### src/rtl/pca_pkg.sv
package pca_pkg;
  localparam int BYTE_W = 8;
  localparam int CNT_W  = 2 * BYTE_W;
  localparam int ADDR_W = 2;

  typedef enum logic [ADDR_W-1:0] {
    ADDR_LOW  = 2'd0,
    ADDR_HIGH = 2'd1,
    ADDR_MODE = 2'd2
  } regAddr_e;

  typedef enum logic [2:0] {
    TB_DIV12 = 3'b000,
    TB_DIV4  = 3'b001,
    TB_T0    = 3'b010,
    TB_PIN   = 3'b011,
    TB_SYS   = 3'b100,
    TB_XOSC  = 3'b101,
    TB_RTC   = 3'b110,
    TB_NONE  = 3'b111
  } timebase_e;

  // Strobes from control to datapath
  typedef struct packed {
    logic countEn;
    logic snapLoad;
  } dpStrobe_t;
endpackage

### src/rtl/pca_edge_sync.sv
module pca_edge_sync #(
  parameter int STAGES    = 2,
  parameter bit FALLING   = 1'b0,
  parameter bit RESET_VAL = 1'b0
) (
  input  logic clk,
  input  logic rstN,
  input  logic asyncIn,
  output logic edgePulse
);
  // pipe[STAGES-1] is the synchronized level, pipe[STAGES] its previous value
  logic [STAGES:0] pipe;

  always_ff @(posedge clk or negedge rstN) begin
    if (!rstN) pipe <= {(STAGES + 1){RESET_VAL}};
    else       pipe <= {pipe[STAGES-1:0], asyncIn};
  end

  generate
    if (FALLING) begin : gFall
      assign edgePulse = pipe[STAGES] & ~pipe[STAGES-1];
    end else begin : gRise
      assign edgePulse = ~pipe[STAGES] & pipe[STAGES-1];
    end
  endgenerate
endmodule

### src/rtl/pca_prescale.sv
module pca_prescale #(
  parameter int DIV = 4
) (
  input  logic clk,
  input  logic rstN,
  input  logic advance,
  output logic tick
);
  localparam int CW = (DIV > 1) ? $clog2(DIV) : 1;
  localparam logic [CW-1:0] LAST = CW'(DIV - 1);

  logic [CW-1:0] phase;

  always_ff @(posedge clk or negedge rstN) begin
    if (!rstN) phase <= '0;
    else if (advance) phase <= (phase == LAST) ? '0 : phase + 1'b1;
  end

  assign tick = advance && (phase == LAST);
endmodule

### src/rtl/pca_ctrl.sv
module pca_ctrl
  import pca_pkg::*;
#(
  parameter int SLOW_DIV    = 12,
  parameter int FAST_DIV    = 4,
  parameter int OSC_DIV     = 8,
  parameter int SYNC_STAGES = 2
) (
  input  logic              clk,
  input  logic              rstN,
  input  logic [ADDR_W-1:0] regAddr,
  input  logic              regWrEn,
  input  logic [2:0]        wrTimebase,
  input  logic              wrIrqEn,
  input  logic              wrIdleHold,
  input  logic              wrFlag,
  input  logic              regRdEn,
  input  logic              t0Ovf,
  input  logic              extCountPin,
  input  logic              extOscIn,
  input  logic              rtcOscIn,
  input  logic              cpuIdle,
  input  logic              wrapEvent,
  output dpStrobe_t         strobe,
  output logic [BYTE_W-1:0] modeByte,
  output logic              irqReq
);
  timebase_e tbSel;
  logic      irqEn;
  logic      idleHold;
  logic      ovfFlag;
  logic      modeWr;

  logic slowTick, fastTick, pinFall;
  logic [1:0] oscRaw, oscEdge, oscTick;
  logic srcTick;

  assign modeWr = regWrEn && (regAddr == ADDR_MODE);

  always_ff @(posedge clk or negedge rstN) begin
    if (!rstN) begin
      tbSel    <= TB_DIV12;
      irqEn    <= 1'b0;
      idleHold <= 1'b0;
      ovfFlag  <= 1'b0;
    end else begin
      if (modeWr) begin
        tbSel    <= timebase_e'(wrTimebase);
        irqEn    <= wrIrqEn;
        idleHold <= wrIdleHold;
      end
      if (wrapEvent)             ovfFlag <= 1'b1;
      else if (modeWr && !wrFlag) ovfFlag <= 1'b0;
    end
  end

  pca_prescale #(.DIV(SLOW_DIV)) uSlow (
    .clk(clk), .rstN(rstN), .advance(1'b1), .tick(slowTick)
  );
  pca_prescale #(.DIV(FAST_DIV)) uFast (
    .clk(clk), .rstN(rstN), .advance(1'b1), .tick(fastTick)
  );

  pca_edge_sync #(.STAGES(SYNC_STAGES), .FALLING(1'b1), .RESET_VAL(1'b1)) uPin (
    .clk(clk), .rstN(rstN), .asyncIn(extCountPin), .edgePulse(pinFall)
  );

  assign oscRaw = {rtcOscIn, extOscIn};

  generate
    for (genvar g = 0; g < 2; g++) begin : gOsc
      pca_edge_sync #(.STAGES(SYNC_STAGES), .FALLING(1'b0), .RESET_VAL(1'b0)) uSync (
        .clk(clk), .rstN(rstN), .asyncIn(oscRaw[g]), .edgePulse(oscEdge[g])
      );
      pca_prescale #(.DIV(OSC_DIV)) uDiv (
        .clk(clk), .rstN(rstN), .advance(oscEdge[g]), .tick(oscTick[g])
      );
    end
  endgenerate

  always_comb begin
    case (tbSel)
      TB_DIV12: srcTick = slowTick;
      TB_DIV4:  srcTick = fastTick;
      TB_T0:    srcTick = t0Ovf;
      TB_PIN:   srcTick = pinFall;
      TB_SYS:   srcTick = 1'b1;
      TB_XOSC:  srcTick = oscTick[0];
      TB_RTC:   srcTick = oscTick[1];
      default:  srcTick = 1'b0;
    endcase
  end

  assign strobe.countEn  = srcTick && !(idleHold && cpuIdle);
  assign strobe.snapLoad = regRdEn && (regAddr == ADDR_LOW);

  assign modeByte = {ovfFlag, idleHold, 2'b00, tbSel, irqEn};
  assign irqReq   = ovfFlag && irqEn;
endmodule

### src/rtl/pca_datapath.sv
module pca_datapath
  import pca_pkg::*;
(
  input  logic              clk,
  input  logic              rstN,
  input  dpStrobe_t         strobe,
  output logic [CNT_W-1:0]  count,
  output logic [BYTE_W-1:0] snapHigh,
  output logic              wrapEvent
);
  always_ff @(posedge clk or negedge rstN) begin
    if (!rstN) begin
      count    <= '0;
      snapHigh <= '0;
    end else begin
      if (strobe.countEn)  count    <= count + 1'b1;
      if (strobe.snapLoad) snapHigh <= count[CNT_W-1:BYTE_W];
    end
  end

  assign wrapEvent = strobe.countEn && (&count);
endmodule

### src/rtl/pca_timebase_top.sv
module pca_timebase_top
  import pca_pkg::*;
#(
  parameter int SLOW_DIV    = 12,
  parameter int FAST_DIV    = 4,
  parameter int OSC_DIV     = 8,
  parameter int SYNC_STAGES = 2
) (
  input  logic        clk,
  input  logic        rstN,
  input  logic [1:0]  regAddr,
  input  logic        regWrEn,
  input  logic [7:0]  regWrData,
  input  logic        regRdEn,
  output logic [7:0]  regRdData,
  input  logic        t0Ovf,
  input  logic        extCountPin,
  input  logic        extOscIn,
  input  logic        rtcOscIn,
  input  logic        cpuIdle,
  output logic        irqReq
);
  dpStrobe_t         dpStrobe;
  logic [CNT_W-1:0]  count;
  logic [BYTE_W-1:0] snapHigh;
  logic [BYTE_W-1:0] modeByte;
  logic              wrapEvent;
  logic [1:0]        unusedWrBits;

  assign unusedWrBits = regWrData[5:4];

  pca_ctrl #(
    .SLOW_DIV(SLOW_DIV), .FAST_DIV(FAST_DIV),
    .OSC_DIV(OSC_DIV), .SYNC_STAGES(SYNC_STAGES)
  ) uCtrl (
    .clk(clk), .rstN(rstN),
    .regAddr(regAddr), .regWrEn(regWrEn),
    .wrTimebase(regWrData[3:1]), .wrIrqEn(regWrData[0]),
    .wrIdleHold(regWrData[6]), .wrFlag(regWrData[7]),
    .regRdEn(regRdEn), .t0Ovf(t0Ovf), .extCountPin(extCountPin),
    .extOscIn(extOscIn), .rtcOscIn(rtcOscIn), .cpuIdle(cpuIdle),
    .wrapEvent(wrapEvent), .strobe(dpStrobe), .modeByte(modeByte),
    .irqReq(irqReq)
  );

  pca_datapath uData (
    .clk(clk), .rstN(rstN), .strobe(dpStrobe),
    .count(count), .snapHigh(snapHigh), .wrapEvent(wrapEvent)
  );

  always_comb begin
    case (regAddr)
      ADDR_LOW:  regRdData = count[BYTE_W-1:0];
      ADDR_HIGH: regRdData = snapHigh;
      ADDR_MODE: regRdData = modeByte;
      default:   regRdData = '0;
    endcase
  end
endmodule

### config.mk
export PLATFORM = sky130hd
export DESIGN_NAME = pca_timebase_top
export DESIGN_NICKNAME = d
export VERILOG_FILES = /design/src/rtl/pca_pkg.sv /design/src/rtl/pca_edge_sync.sv /design/src/rtl/pca_prescale.sv /design/src/rtl/pca_ctrl.sv /design/src/rtl/pca_datapath.sv /design/src/rtl/pca_timebase_top.sv
export SDC_FILE = /design/constraint.sdc
export NUM_CORES = 1
export LEC_CHECK = 0
export CAP_MARGIN = 20
export CELL_PAD_IN_SITES_DETAIL_PLACEMENT = 0
export CELL_PAD_IN_SITES_GLOBAL_PLACEMENT = 1
export CORE_ASPECT_RATIO = 1.4
export CORE_MARGIN = 10
export CORE_UTILIZATION = 41
export DETAILED_ROUTE_END_ITERATION = 8
export PLACE_DENSITY_LB_ADDON = 0.1
export SYNTH_ARGS = -nofsm -noshare
export SYNTH_HDL_FRONTEND = slang
export SYNTH_SLANG_ARGS = --single-unit
export TNS_END_PERCENT = 5
### constraint.sdc
create_clock -name clk -period 1.9 [get_ports clk]
set_input_delay 0.19 -clock clk [delete_from_list [all_inputs] [get_ports clk]]
set_output_delay 0.19 -clock clk [all_outputs]
set_load 0.03 [all_outputs]
==> impl_metrics.yaml <==
cts:
  clk-insertion-delay-late_ns: 0.31
  clk_pin_slew_worst_paths_ns: 0.09
  h-tree-depth: 2
  clock_path_buffers: 2
  cts_inserted_buffers: 5
  cts_setup_buffers: 0
  cts_tree: "yes"
  cts-root-buf: "clkbuf_8"
  cts.sinks: 51
die:
  die_x_um: 85.00
  core_um2: 5822
  num_io_pins: 28
  start_util: 0.4165
  die-area_um2: 9434
  die_h_um: 111.0
  row_count: 33
sta:
  fin_worst_skew_ns: 0.006905
  period_share: 1.003
  hold_viol_final: 0
  slew_headroom: 0.6081
  finalMaxSlewViolations: 0
  period_needed_ns: 1.905
  tightest_slew_ns: 0.5878
  setup_viol: 1
  clock.fmax_ghz: 0.5249
  grt_setup_unrepaired: "true"
  setup_ws_ns: -0.004969
route:
  wl_per_cell_um: 17.10
  drt_iter0_drc: 34
  dr.pass1.iters: 3
  vias_per_cell: 5.217
  drc: 0
  wirelength_mm: 5.368
  final_antenna_net_count: 0
  vias: 1638
worst_setup_path:
  r2r-start: "uCtrl.uSlow.phase[0]$_DFF_PN0_"
  arrival_ns: 2.10
  cp_data_required_time_ns: 2.09
  path_class: "reg -> reg"
  r2r_slack_ns: -0.005
  cp_max_fo: 12
  crit_path_start_kind: "register"
  reg2reg_depth: 6
  crit_path_end_kind: "register"
  worstReg2RegEnd: "uData.count[1]$_DFFE_PN0P_"
grt:
  antenna_found_initial: 0
  grt_max_degree: 28
  overflow: 0
  grt_pass1_wl_mm: 9.149
  grtUsageTotal: 0.1185
  grt_pass1_vias: 1883
synth:
  yosysSeqAreaShare: 0.5279
  async_flop_share: 1.000
  ys_seq_elements: 51
  netlist_instances: 193
  synth_edf_count: 0
  post_synth_num_cell_types: 38
  yosysWarnings: 0
  synth_ff_type: "dfrtp_1"
  synth.avg_cell_area_um2: 12.56
  synth_area_um2: 2425
  syn_nets: 219
finish:
  drive_above_1_share: 0.3361
  areaGrowthSynthToFinish_pct: 28.33
  fin_nets: 269
  final_area_um2: 3112
  n_antenna_cell: 0
hold_path:
  hp-class: "in -> reg"
  hold_path_startpoint: "extCountPin"
  worstHoldPathCells: 1
  min_to: "uCtrl.uPin.pipe[0]$_DFF_PN1_"
placement:
  dpl_cell_area_um2: 2905
  io_buffer_count: 25
  dpl_worst_slack_ns: -0.05674
  routabilityCongestion: 0.8326
  dp_hpwl_mm: 4.181
flow_run:
  max-cap-violations: 0
power:
  p_leak_nw: 1.241
  power_density_nw_per_um2: 1055
  ir_worst_vdd_uv: 546.8
status:
  violations: "negative setup slack"
  status: "finished, violations left"
==> state kept, by name (all words and copies together) (netlist names) <==
signal                 cells
uCtrl.uPin.pipe            3
uData.snapHigh             8
uCtrl.gOsc.uSync.pipe      6
uCtrl.irqEn                1
uCtrl.idleHold             1
uCtrl.tbSel                3
uCtrl.uSlow.phase          4
uData.count               16
uCtrl.uFast.phase          2
uCtrl.gOsc.uDiv.phase      6
uCtrl.ovfFlag              1
==> per-stage QoR <==
stage          cells  hold slack [ns]    TNS, ns  power (mW)    util
4_1_cts          314           0.2732    -0.2696       3.288  0.5250
5_1_grt          314           0.2708     -1.247       3.483  0.5345
3_5_place_dp     305           0.2327    -0.2212       2.374  0.4990
2_1_floorplan    193          -0.1056          0       1.981       -
3_3_place_gp     305           0.2261          0       2.319  0.4990
6_report         314           0.2880  -0.004969       3.284  0.5345
==> layout by cell type, fill, tap and decap left out, types with 4 or more instances in the layout <==
master and instances:
a2111oi_2 5, a211oi_2 4, buf_4 30, clkbuf_8 5, clkdlybuf4s50_1 16, dfrtp_1 48
ha_1 5, inv_1 5, mux2_2 19, mux2i_1 8, nand2_1 13, nand2b_1 4
nand3_1 6, nor2_1 9, o21ai_0 8, xor2_1 13
==> area by class of cell <==
type	count	area (µm²)
Tap cell	70	87.58
Multi-Input combinational cell	129	1129
Clock buffer	5	68.82
Timing Repair Buffer	51	460.4
Clock inverter	3	67.56
Fill cell	508	2710
Inverter	5	18.77
Sequential cell	51	1280
==> worst max-delay path by stage <==
stage,from,to,slack (ns),cells past startpoint
CTS,uCtrl.gOsc[1].uDiv.phase[0]$_DFFE_PN0N_,uData.count[9]$_DFFE_PN0P_,-0.05,8
finish,uCtrl.uSlow.phase[0]$_DFF_PN0_,uData.count[1]$_DFFE_PN0P_,-0.005,6
detailed placement,uCtrl.gOsc[1].uDiv.phase[0]$_DFFE_PN0N_,uData.count[8]$_DFFE_PN0P_,-0.06,8
floorplan,uCtrl.uSlow.phase[0]$_DFF_PN0_,uData.count[1]$_DFFE_PN0P_,0.01,7
global route,uData.count[1]$_DFFE_PN0P_,uData.count[10]$_DFFE_PN0P_,-0.15,7
global placement,uCtrl.gOsc[1].uDiv.phase[0]$_DFFE_PN0N_,uData.count[5]$_DFFE_PN0P_,0.04,8
==> power by group <==
part | internal, mW | total (mW) | switching, mW
clock network | 0.525 | 0.898 | 0.373
registers | 1.28 | 1.46 | 0.184
logic | 0.458 | 0.922 | 0.463
total | 2.26 | 3.28 | 1.02
==> cells in the mapped netlist (2+ instances only) <==
| cell | number | area, µm² |
|---|---|---|
| nor3_1 | 2 | 10.01 |
| xnor2_1 | 3 | 26.28 |
| nand3_1 | 6 | 30.03 |
| a2111oi_4 | 2 | 55.05 |
| mux2_2 | 19 | 214.0 |
| buf_6 | 2 | 22.52 |
| nand2b_1 | 4 | 25.02 |
| dfrtp_1 | 48 | 1201 |
| mux2i_1 | 8 | 80.08 |
| nor2_1 | 11 | 41.29 |
| inv_1 | 5 | 18.77 |
| clkbuf_1 | 2 | 7.510 |
| nand4b_1 | 3 | 26.28 |
| and3b_1 | 2 | 17.52 |
| a21o_1 | 2 | 15.01 |
| ha_1 | 7 | 87.58 |
| dfstp_2 | 3 | 78.83 |
| nand2_1 | 13 | 48.80 |
| a211oi_1 | 6 | 45.04 |
| xor2_1 | 13 | 113.9 |
| buf_4 | 3 | 22.52 |
| a2111oi_1 | 5 | 50.05 |
| o21ai_0 | 9 | 45.04 |
==> critical path, cell delays in order (launching register included) <==
cell and delay (ns):
dfrtp_1 0.37, ha_1 0.17, and3b_1 0.18, nor2_1 0.06, o32a_4 0.43, a21oi_1 0.23
mux2_2 0.36
==> cells by family after synthesis <==
group           count (synthesis)  share of synthesized area
xor+xnor                       16                    0.05779
buf+inv                        13                    0.03147
mux                            27                     0.1213
compound gates                 30                     0.1145
flops                          51                     0.5279
simple gates                   49                     0.1110
fa+ha+maj                       7                    0.03612
==> what timing repair did <==
item | CTS | global route
resized for setup | 2 | 12
pin swaps | 0 | 6
endpoints found under the hold margin | 21 | 0
hold buffers | 1 | 0
cloned | 0 | 0
endpoints found under the setup margin | 8 | 15
==> layer usage <==
metal / vias to the layer above / GRT usage / wire length, µm
met4: 0 / 0.04405 / 89
met1: 822 / 0.1335 / 2206
met3: 8 / 0.03088 / 180
met2: 21 / 0.2054 / 2892
li1: 787 / - / -
met5: - / 0 / 0
Power figures use the tool's default switching activity.
